$ cat src/rtl/ies_pkg.sv
package ies_pkg;

   typedef enum logic [2:0] {
      ST_IDLE,
      ST_WAKE,
      ST_INT1,
      ST_INT2,
      ST_JUMP
   } ies_state_e;

endpackage

$ cat src/rtl/ies_boundary.sv
module ies_boundary #(
   parameter int LEN_SHORT = 5,
   parameter int LEN_MID   = 7,
   parameter int LEN_LONG  = 12
) (
   input  logic       clk,
   input  logic       rst_n,
   input  logic       instr_start,
   input  logic [1:0] instr_len,
   input  logic       instr_pset,
   input  logic       hold,
   output logic       boundary,
   output logic       defer
);

   localparam int REM_W = $clog2(LEN_LONG + 1);

   logic             run_q;
   logic [REM_W-1:0] rem_q;
   logic             pset_q;
   logic [REM_W-1:0] load_val;
   logic             start_ok;

   assign start_ok = instr_start && !hold;

   always_comb begin
      case (instr_len)
         2'd0:    load_val = REM_W'(LEN_SHORT - 1);
         2'd1:    load_val = REM_W'(LEN_MID - 1);
         default: load_val = REM_W'(LEN_LONG - 1);
      endcase
   end

   always_ff @(posedge clk or negedge rst_n) begin
      if (!rst_n) begin
         run_q  <= 1'b0;
         rem_q  <= '0;
         pset_q <= 1'b0;
      end else if (start_ok) begin
         run_q  <= 1'b1;
         rem_q  <= load_val;
         pset_q <= instr_pset;
      end else if (boundary) begin
         run_q  <= 1'b0;
      end else if (run_q) begin
         rem_q  <= rem_q - 1'b1;
      end
   end

   assign boundary = run_q && (rem_q == REM_W'(1));
   assign defer    = pset_q;


   rem_live_chk: assert property (@(posedge clk) disable iff (!rst_n)
      run_q |-> (rem_q != '0));


   bnd_ends_chk: assert property (@(posedge clk) disable iff (!rst_n)
      (boundary && !start_ok) |=> !run_q);

endmodule

$ cat src/rtl/ies_fsm.sv
module ies_fsm
   import ies_pkg::*;
#(
   parameter int INT_CYCLES  = 6,
   parameter int WAKE_CYCLES = 1,
   parameter int N_PUSH      = 3,
   parameter int VEC_W       = 4,
   parameter int PIDX_W      = 2
) (
   input  logic              clk,
   input  logic              rst_n,
   input  logic              req,
   input  logic [VEC_W-1:0]  vec,
   input  logic              ien,
   input  logic              accept_ok,
   input  logic              halted,
   output logic              busy,
   output logic              take,
   output logic              push_stb,
   output logic [PIDX_W-1:0] push_idx,
   output logic              ien_clr,
   output logic              pc_load,
   output logic [VEC_W-1:0]  vec_q
);

   localparam int CNT_MAX   = (INT_CYCLES > WAKE_CYCLES) ? INT_CYCLES : WAKE_CYCLES;
   localparam int CNT_W     = $clog2(CNT_MAX + 1);
   localparam int WAKE_LAST = (WAKE_CYCLES > 0) ? WAKE_CYCLES - 1 : 0;

   ies_state_e       state_q;
   ies_state_e       first_st;
   logic [CNT_W-1:0] cnt_q;

   generate
      if (WAKE_CYCLES == 0) begin : g_nowake
         assign first_st = ST_INT1;
      end else begin : g_wake
         assign first_st = halted ? ST_WAKE : ST_INT1;
      end
   endgenerate

   assign take = (state_q == ST_IDLE) && req && (vec != '0) && ien
                 && (accept_ok || halted);

   always_ff @(posedge clk or negedge rst_n) begin
      if (!rst_n) begin
         state_q <= ST_IDLE;
         cnt_q   <= '0;
         vec_q   <= '0;
      end else begin
         case (state_q)
            ST_IDLE: begin
               if (take) begin
                  vec_q   <= vec;
                  cnt_q   <= '0;
                  state_q <= first_st;
               end
            end
            ST_WAKE: begin
               if (cnt_q == CNT_W'(WAKE_LAST)) begin
                  cnt_q   <= '0;
                  state_q <= ST_INT1;
               end else begin
                  cnt_q <= cnt_q + 1'b1;
               end
            end
            ST_INT1: begin
               if (cnt_q == CNT_W'(INT_CYCLES - 1)) begin
                  cnt_q   <= '0;
                  state_q <= ST_INT2;
               end else begin
                  cnt_q <= cnt_q + 1'b1;
               end
            end
            ST_INT2: begin
               if (cnt_q == CNT_W'(INT_CYCLES - 1)) begin
                  cnt_q   <= '0;
                  state_q <= ST_JUMP;
               end else begin
                  cnt_q <= cnt_q + 1'b1;
               end
            end
            default: begin
               state_q <= ST_IDLE;
            end
         endcase
      end
   end

   assign busy     = (state_q != ST_IDLE);
   assign push_stb = (state_q == ST_INT1) && (cnt_q < CNT_W'(N_PUSH));
   assign push_idx = PIDX_W'(cnt_q);
   assign ien_clr  = (state_q == ST_INT1) && (cnt_q == '0);
   assign pc_load  = (state_q == ST_JUMP);


   clr_pulse_chk: assert property (@(posedge clk) disable iff (!rst_n)
      ien_clr |=> !ien_clr);


   ien_gate_chk: assert property (@(posedge clk) disable iff (!rst_n)
      ((state_q == ST_IDLE) && !ien) |=> (state_q == ST_IDLE));


   load_end_chk: assert property (@(posedge clk) disable iff (!rst_n)
      pc_load |=> (!busy && !pc_load));


   push_run_chk: assert property (@(posedge clk) disable iff (!rst_n)
      ien_clr |=> push_stb);

endmodule

$ cat src/rtl/ies_ret_push.sv
module ies_ret_push #(
   parameter int PAGE_W = 4,
   parameter int STEP_W = 8,
   parameter int NIB_W  = 4,
   parameter int N_PUSH = 3,
   parameter int PIDX_W = 2
) (
   input  logic              clk,
   input  logic              rst_n,
   input  logic              capture,
   input  logic [PAGE_W-1:0] pc_page,
   input  logic [STEP_W-1:0] pc_step,
   input  logic [PIDX_W-1:0] idx,
   output logic [NIB_W-1:0]  nib
);

   localparam int RET_W = PAGE_W + STEP_W;

   logic [RET_W-1:0] ret_q;
   logic [NIB_W-1:0] nib_arr [N_PUSH];

   always_ff @(posedge clk or negedge rst_n) begin
      if (!rst_n) begin
         ret_q <= '0;
      end else if (capture) begin
         ret_q <= {pc_page, pc_step};
      end
   end

   for (genvar g = 0; g < N_PUSH; g++) begin : g_nib
      assign nib_arr[g] = ret_q[RET_W-1-g*NIB_W -: NIB_W];
   end

   assign nib = nib_arr[idx];

endmodule

$ cat src/rtl/irq_entry_seq.sv
module irq_entry_seq #(
   parameter int PAGE_W       = 4,
   parameter int STEP_W       = 8,
   parameter int BANK_W       = 1,
   parameter int NIB_W        = 4,
   parameter int VEC_W        = 4,
   parameter int LEN_SHORT    = 5,
   parameter int LEN_MID      = 7,
   parameter int LEN_LONG     = 12,
   parameter int INT_CYCLES   = 6,
   parameter int WAKE_CYCLES  = 1,
   parameter int HANDLER_PAGE = 1
) (
   input  logic                              clk,
   input  logic                              rst_n,
   input  logic                              irq_req,
   input  logic [VEC_W-1:0]                  irq_vec,
   input  logic                              ien_flag,
   input  logic                              instr_start,
   input  logic [1:0]                        instr_len,
   input  logic                              instr_pset,
   input  logic                              halted,
   input  logic [PAGE_W-1:0]                 pc_page,
   input  logic [STEP_W-1:0]                 pc_step,
   output logic                              entry_busy,
   output logic                              ien_clr,
   output logic                              push_stb,
   output logic [NIB_W-1:0]                  push_nib,
   output logic                              pc_load,
   output logic [BANK_W+PAGE_W+STEP_W-1:0]   pc_load_addr
);

   localparam int RET_W  = PAGE_W + STEP_W;
   localparam int N_PUSH = RET_W / NIB_W;
   localparam int PIDX_W = (N_PUSH > 1) ? $clog2(N_PUSH) : 1;

   generate
      if (RET_W % NIB_W != 0) begin : g_bad_nib
         $error("return address width must be a whole number of nibbles");
      end
      if (INT_CYCLES < N_PUSH) begin : g_bad_int
         $error("interrupt cycle too short for the pushes");
      end
      if (VEC_W > STEP_W) begin : g_bad_vec
         $error("vector wider than step field");
      end
      if (LEN_SHORT < 2 || LEN_MID < 2 || LEN_LONG < 2) begin : g_bad_len
         $error("instruction length must be at least 2");
      end
   endgenerate

   logic              bnd;
   logic              defer;
   logic              accept_ok;
   logic              take;
   logic [PIDX_W-1:0] push_idx;
   logic [VEC_W-1:0]  vec_q;

   ies_boundary #(
      .LEN_SHORT (LEN_SHORT),
      .LEN_MID   (LEN_MID),
      .LEN_LONG  (LEN_LONG)
   ) u_bnd (
      .clk         (clk),
      .rst_n       (rst_n),
      .instr_start (instr_start),
      .instr_len   (instr_len),
      .instr_pset  (instr_pset),
      .hold        (entry_busy),
      .boundary    (bnd),
      .defer       (defer)
   );

   assign accept_ok = bnd && !defer;

   ies_fsm #(
      .INT_CYCLES  (INT_CYCLES),
      .WAKE_CYCLES (WAKE_CYCLES),
      .N_PUSH      (N_PUSH),
      .VEC_W       (VEC_W),
      .PIDX_W      (PIDX_W)
   ) u_fsm (
      .clk       (clk),
      .rst_n     (rst_n),
      .req       (irq_req),
      .vec       (irq_vec),
      .ien       (ien_flag),
      .accept_ok (accept_ok),
      .halted    (halted),
      .busy      (entry_busy),
      .take      (take),
      .push_stb  (push_stb),
      .push_idx  (push_idx),
      .ien_clr   (ien_clr),
      .pc_load   (pc_load),
      .vec_q     (vec_q)
   );

   ies_ret_push #(
      .PAGE_W (PAGE_W),
      .STEP_W (STEP_W),
      .NIB_W  (NIB_W),
      .N_PUSH (N_PUSH),
      .PIDX_W (PIDX_W)
   ) u_push (
      .clk     (clk),
      .rst_n   (rst_n),
      .capture (take),
      .pc_page (pc_page),
      .pc_step (pc_step),
      .idx     (push_idx),
      .nib     (push_nib)
   );

   assign pc_load_addr = {BANK_W'(0), PAGE_W'(HANDLER_PAGE), STEP_W'(vec_q)};


   push_vs_load_chk: assert property (@(posedge clk) disable iff (!rst_n)
      $onehot0({push_stb, pc_load}));


   pset_defer_chk: assert property (@(posedge clk) disable iff (!rst_n)
      (bnd && defer && !halted && !entry_busy) |=> !entry_busy);


   load_vec_chk: assert property (@(posedge clk) disable iff (!rst_n)
      pc_load |-> (pc_load_addr[STEP_W-1:0] != '0));


   busy_rise_chk: assert property (@(posedge clk) disable iff (!rst_n)
      $rose(entry_busy) |-> $past(irq_req && ien_flag));

endmodule

$ cat config.mk
export PLATFORM = sky130hd
export DESIGN_NAME = irq_entry_seq
export DESIGN_NICKNAME = d
export VERILOG_FILES = /design/src/rtl/ies_pkg.sv /design/src/rtl/ies_boundary.sv /design/src/rtl/ies_fsm.sv /design/src/rtl/ies_ret_push.sv /design/src/rtl/irq_entry_seq.sv
export SDC_FILE = /design/constraint.sdc
export NUM_CORES = 1
export LEC_CHECK = 0
export BUFFER_PORTS_ARGS = -buffer_cell sky130_fd_sc_hd__buf_4
export CORE_ASPECT_RATIO = 0.9
export CORE_UTILIZATION = 35
export DETAILED_ROUTE_END_ITERATION = 8
export PLACE_DENSITY = 0.65
export SETUP_SLACK_MARGIN = 0.2
export SLEW_MARGIN = 30
export SYNTH_ARGS = -nofsm -noshare
export SYNTH_HDL_FRONTEND = slang
export SYNTH_SLANG_ARGS = --single-unit
$ cat constraint.sdc
create_clock -name clk -period 4.55 [get_ports clk]
set_input_delay 0.2275 -clock clk [delete_from_list [all_inputs] [get_ports clk]]
set_output_delay 0.2275 -clock clk [all_outputs]
set_load 0.02 [all_outputs]
Word-level counts from Yosys, hierarchy flattened --
Index checks and enable logic that the tools add are counted.
Operators by class: bitwise operators 1, order comparisons 2, $add $sub $neg 2, reduce and logical (&&, ||, !) cells 25, equality and inequality tests 12, mux-type cells 19
Operator list (count):
- $mux 3 | 7
- $mux 4 | 5
- $pmux 3 s4 | 1
- $logic_and 1x1->1 | 9
- $pmux 3 s3 | 1
- $bmux 4 s2 | 1
- $ne 2x1->1 const B | 4
- $pmux 4 s2 | 1
- $eq 3x2->1 const B | 2
- $eq 3x3->1 const B | 2
- $logic_not 3->1 | 2
- $reduce_and 2->1 | 3
- $reduce_bool 3->1 | 2
- $eq 4x1->1 const B | 1
- $reduce_and 4->1 | 1
- $reduce_bool 2->1 | 2
- $reduce_bool 4->1 | 1
- $sub 4x1->4 const B | 1
- $add 3x1->3 const B | 1
- $eq 3x1->1 const B | 1
- $ge 3x3->1 const B | 1
- $lt 3x2->1 const B | 1
- $not 2->3 | 1
- $eq 2x1->1 const B | 1
- other kinds (7) | 9
Storage, ports and cells: output and inout port bits 21, register bits after elaboration 28, word-level logic and storage cells 68, input bits 25

Depth between registers and ports, before layout --
depth after elaboration 7, depth in mapped cells 7, mapped depth without buffers 6

Hierarchy --
Synthesis repeated with hierarchy kept, for this count alone.
Second synthesis, totals: cells, all modules 138, area, all modules 1604.0 um2
By module, submodules not included:
- ies_fsm | times used 1, area each 598.1 um2, cells an instance 55, sequential area each 250.2 um2
- ies_ret_push | times used 1, area each 575.6 um2, cells an instance 35, sequential area each 300.3 um2
- ies_boundary | times used 1, area each 341.6 um2, cells an instance 36, sequential area each 150.1 um2
- irq_entry_seq | times used 1, area each 88.8 um2, cells an instance 12, sequential area each 0.0 um2

Least setup slack after synthesis --
Ideal clock, no wire load.
path type flip-flop to flip-flop, from register u_bnd.rem_q[1], to register u_fsm.vec_q[0], path buffers 1, path slack 2.672 ns, clock period less this slack 1.878 ns, arrival 1.753 ns, setup time 0.125 ns, required time 4.425 ns, stages on the path, launching flop included 8, path through dfrtp_1 inv_1 ha_1 or3b_4 o21bai_4 nand3_4 buf_6 mux2_4
On the way: word-level cells in the longest chain between the ends 6
RTL lines:
- start: declaration | line ies_boundary.sv:19 | logic [REM_W-1:0] rem_q;
- start signal: assignment | line ies_boundary.sv:41 | rem_q <= load_val;
- start signal: assignment | line ies_boundary.sv:46 | rem_q <= rem_q - 1'b1;
- $eq 4x1->1 | line ies_boundary.sv:50 | assign boundary = run_q && (rem_q == REM_W'(1));
- $logic_and 1x1->1 | line ies_boundary.sv:50
- $logic_and 1x1->1 | line irq_entry_seq.sv:74 | assign accept_ok = bnd && !defer;
- $logic_or 1x1->1 | line ies_fsm.sv:43 | && (accept_ok || halted);
- $logic_and 1x1->1 | line ies_fsm.sv:43
- $reduce_and 2->1 (no line)
- end signal: assignment | line ies_fsm.sv:54 | vec_q <= vec;
- end: declaration | line ies_fsm.sv:23 | output logic [VEC_W-1:0] vec_q
Every way passes these cells. A chain may end at the register's enable or synchronous reset.

Final worst setup path --
from register u_bnd.rem_q[1], to register u_fsm.cnt_q[2]
On the way: word-level cells in the longest chain between the ends 7
RTL lines:
- $eq 4x1->1 | line ies_boundary.sv:50
- $logic_and 1x1->1 | line ies_boundary.sv:50
- $logic_and 1x1->1 | line irq_entry_seq.sv:74
- $logic_or 1x1->1 | line ies_fsm.sv:43
- $logic_and 1x1->1 | line ies_fsm.sv:43
- $ne 2x2->1 (no line)
- $reduce_and 2->1 (no line)
- end signal: assignment | line ies_fsm.sv:64 | cnt_q <= cnt_q + 1'b1;
- end signal: assignment | line ies_fsm.sv:72 | cnt_q <= cnt_q + 1'b1;
- end signal: assignment | line ies_fsm.sv:80 | cnt_q <= cnt_q + 1'b1;
- end: declaration | line ies_fsm.sv:32 | logic [CNT_W-1:0] cnt_q;
Every way passes these cells.

==> results.tsv <==
stage	metric	value	unit
finish	number of fillers in the final layout	414	
clocking	Sink Count	28	
detailed_routing	vias post-DR	1095	
setup_path	CP max FO	19	
floorplan	Initial Util	37.1	%
clocking	Clk Latency, worst-skew pair	0.27	ns
detailed_routing	drt initial violations	38	
detailed_routing	routed length per instance	12.6	microns
placed_design	# port buffers	36	
clocking	clk root buf	clkbuf_8	
detailed_routing	Residual DRC	0	
setup_path	Worst EP arrival	2.26	ns
finish	leading cell types in the layout, fill and taps excluded	36 x buf_4, 28 x dfrtp_1, 10 x nand2_1, 10 x mux2_2, 9 x conb_1	
synthesis	post-synthesis cell area	0.00154	sq mm
finish	Final Net Count	202	
sta	Final min period	2.10	ns
sta	Slew Viols, Final	0	
detailed_routing	vias per cell	4.74	
clocking	cts hold-fix bufs	1	
setup_path	worst endpoint required time	4.72	ns
global_routing	largest net degree at the start of global routing	29	
pwr	Pleak	0.932	nW
synthesis	Mapped Cells	136	
finish	layout cells sized above 1	37.4	%
global_routing	vias in the first global route	1068	
floorplan	DIE AREA	0.00467	sq mm
clocking	number of gates resized after CTS	0	
sta	Setup TNS Final	0	ns
clocking	number of buffers created by CTS	3	
setup_path	WS Path Type	flip-flop to flip-flop	
finish	commonest non-fill, non-tap cell in the layout	buf_4	
finish	Syn-to-layout area delta	23.6	%
synthesis	Avg Cell Area, Syn	11.3	sq um
finish	Ant. Diodes	0	
global_routing	antenna violations before repair	0	
floorplan	width of the die	71.9	microns
finish	Final Util	45.8	%
floorplan	die outline height	64.9	microns
setup_path	startpoint types	flip-flop	
global_routing	Tot GR Track Use	13.7	%
sta	Max Fclk	477	MHz
floorplan	FP Rows	22	
sta	period utilization	46.1	%
finish	flip-flop and latch area	701	sq um
placed_design	Final HPWL DP	2230	microns
detailed_routing	drt total wl	2910	microns
floorplan	I/O Pins	46	
detailed_routing	Pre-antenna DRT Iters	4	
sta	skew final	0.00351	ns
clocking	# H-tree levels	1	
clocking	post-CTS setup buffer count	0	
sta	unrepaired setup endpoints after global routing	no	
synthesis	Netlist cell types	36	
worst_hold_path	Hold WC Path Type	input pin to flip-flop	
global_routing	remaining global-route overflow	0	
finish	area taken by multi-input logic gates	749	sq um
status	status	finished clean	
clocking	clock buffer depth	2	
clocking	Clock Pin Slew Worst Setup and Hold Paths	0.10	ns
detailed_routing	antenna-violating nets left	0	
setup_path	Worst Setup End Kind	flip-flop	
global_routing	first-pass GRT wire length	4950	microns
synthesis	Yosys reg bits	28	
sta	final setup vio count	0	
pwr	Max IR drop VDD	0.000289	V
pwr	Power Density	681	mW/mm^2
floorplan	Core ar.	0.00416	sq mm
placed_design	Placer Congestion	0.807	
synthesis	register area share after synthesis	45.5	%
flow_run	max-cap violations	0	
clocking	CTS tree	built	
synthesis	synthesis warning total	0	
sta	final hold vios	0	
[layer usage]
| metal | part of all wire, % | track usage, % | vias to the layer above | wire length (microns) |
|---|---|---|---|---|
| li1 | - | - | 517 | - |
| met1 | 44 | 18.3 | 537 | 1280 |
| met2 | 49 | 22.4 | 39 | 1440 |
| met3 | 6.4 | 3.58 | 2 | 186 |
| met4 | 0.41 | 2.94 | 0 | 12 |
| met5 | 0 | 0 | - | 0 |
[path summary, 6_finish.rpt]
kind | slack [ns] | startpoint | cells past startpoint | end
max reg2reg | 2.45 | u_bnd.rem_q[1]$_DFFE_PN0P_ | 6 | u_fsm.cnt_q[2]$_DFFE_PN0P_
min | 0.18 | pc_step[1] | 2 | u_push.nib_arr[1]$_DFFE_PN0P_
min reg2reg | 0.52 | u_push.nib_arr[1]$_DFFE_PN0P_ | 1 | u_push.nib_arr[1]$_DFFE_PN0P_
min in group asynchronous | 0.40 | rst_n | 2 | u_fsm.state_q[2]$_DFFE_PN0P_
max in group asynchronous | 3.89 | rst_n | 2 | u_fsm.vec_q[3]$_DFFE_PN0P_
max | 2.45 | u_bnd.rem_q[1]$_DFFE_PN0P_ | 6 | u_fsm.cnt_q[2]$_DFFE_PN0P_
[flip-flops by register name (all words and copies together), names as in the netlist]
| signal | flops |
|---|---|
| u_push.nib_arr | 12 |
| u_fsm.cnt_q | 3 |
| u_bnd.run_q | 1 |
| u_bnd.defer | 1 |
| u_bnd.rem_q | 4 |
| u_fsm.state_q | 3 |
| u_fsm.vec_q | 4 |
[where the power goes]
| part | switching, mW | total [mW] | leakage, nW | internal [mW] |
|---|---|---|---|---|
| Clock | 0.0784 | 0.196 | 0.0357 | 0.118 |
| Combinational | 0.290 | 0.613 | 0.561 | 0.322 |
| Sequential | 0.115 | 0.486 | 0.336 | 0.371 |
| Total | 0.484 | 1.30 | 0.932 | 0.811 |
[cell usage after synthesis]
| master | count | area share, % |
|---|---|---|
| or4b_2 | 1 | 0.65 |
| nand3b_1 | 1 | 0.49 |
| nand2b_1 | 3 | 1.2 |
| buf_6 | 1 | 0.73 |
| a211oi_1 | 1 | 0.49 |
| inv_1 | 7 | 1.7 |
| mux2i_1 | 6 | 3.9 |
| nor3_4 | 1 | 1.1 |
| nor4_1 | 2 | 0.81 |
| ha_1 | 5 | 4.1 |
| or3b_4 | 1 | 0.73 |
| nor3b_1 | 1 | 0.49 |
| mux2_2 | 10 | 7.3 |
| a32o_1 | 1 | 0.65 |
| dfrtp_1 | 28 | 45 |
| buf_4 | 9 | 4.4 |
| o21ai_0 | 6 | 1.9 |
| conb_1 | 2 | 0.49 |
| or2_2 | 1 | 0.41 |
| nor3_1 | 3 | 0.97 |
| mux2_4 | 8 | 7.8 |
| and2_1 | 1 | 0.41 |
| and3_1 | 1 | 0.41 |
| nand3_1 | 1 | 0.32 |
| a21oi_1 | 6 | 1.9 |
| o21bai_4 | 1 | 1.2 |
| nand2_1 | 10 | 2.4 |
| o211a_1 | 1 | 0.65 |
| or3_1 | 1 | 0.41 |
| a311o_1 | 1 | 0.65 |
| nand3_4 | 1 | 1.1 |
| nor4b_1 | 1 | 0.57 |
| clkbuf_1 | 3 | 0.73 |
| xnor2_1 | 2 | 1.1 |
| nor2_1 | 7 | 1.7 |
| a21o_1 | 1 | 0.49 |
[cell type report]
type	instances	area share (%)
multi-input cells	95	39.4
flip-flops and latches	28	36.8
repair buffers	37	14.7
well taps	60	3.94
clock buffers	3	2.17
clock inverters	1	1.58
inverters	7	1.38
[worst max-delay path: stages (launching register included)]
cell and delay, ns:
dfrtp_1 0.40, inv_1 0.10, ha_1 0.18, or3b_4 0.41
o21bai_4 0.18, nand3_4 0.28, a311o_1 0.44
[metrics by stage]
step	area [sq um]	hold WS, ns	total power [mW]	setup slack (ns)	instances
2_1_floorplan	1570	-0.0681	0.913	2.67	143
3_3_place_gp	1820	0.165	1.08	2.56	226
3_5_place_dp	1820	0.168	1.11	2.46	226
4_1_cts	1900	0.168	1.31	2.45	231
5_1_grt	1900	0.164	1.40	2.35	231
6_report	1900	0.177	1.30	2.45	231
[cells by family after synthesis]
group                      synth area share, %
adders and majority gates                 4.06
buffers and inverters                     7.55
and+or+nand+nor                           14.2
other                                    0.488
xor gates and xnor gates                  1.14
DFF                                       45.5
AOI/OAI and AO/OA                         8.04
muxes                                     19.0
Note: power is estimated with default switching activity, not from simulation.
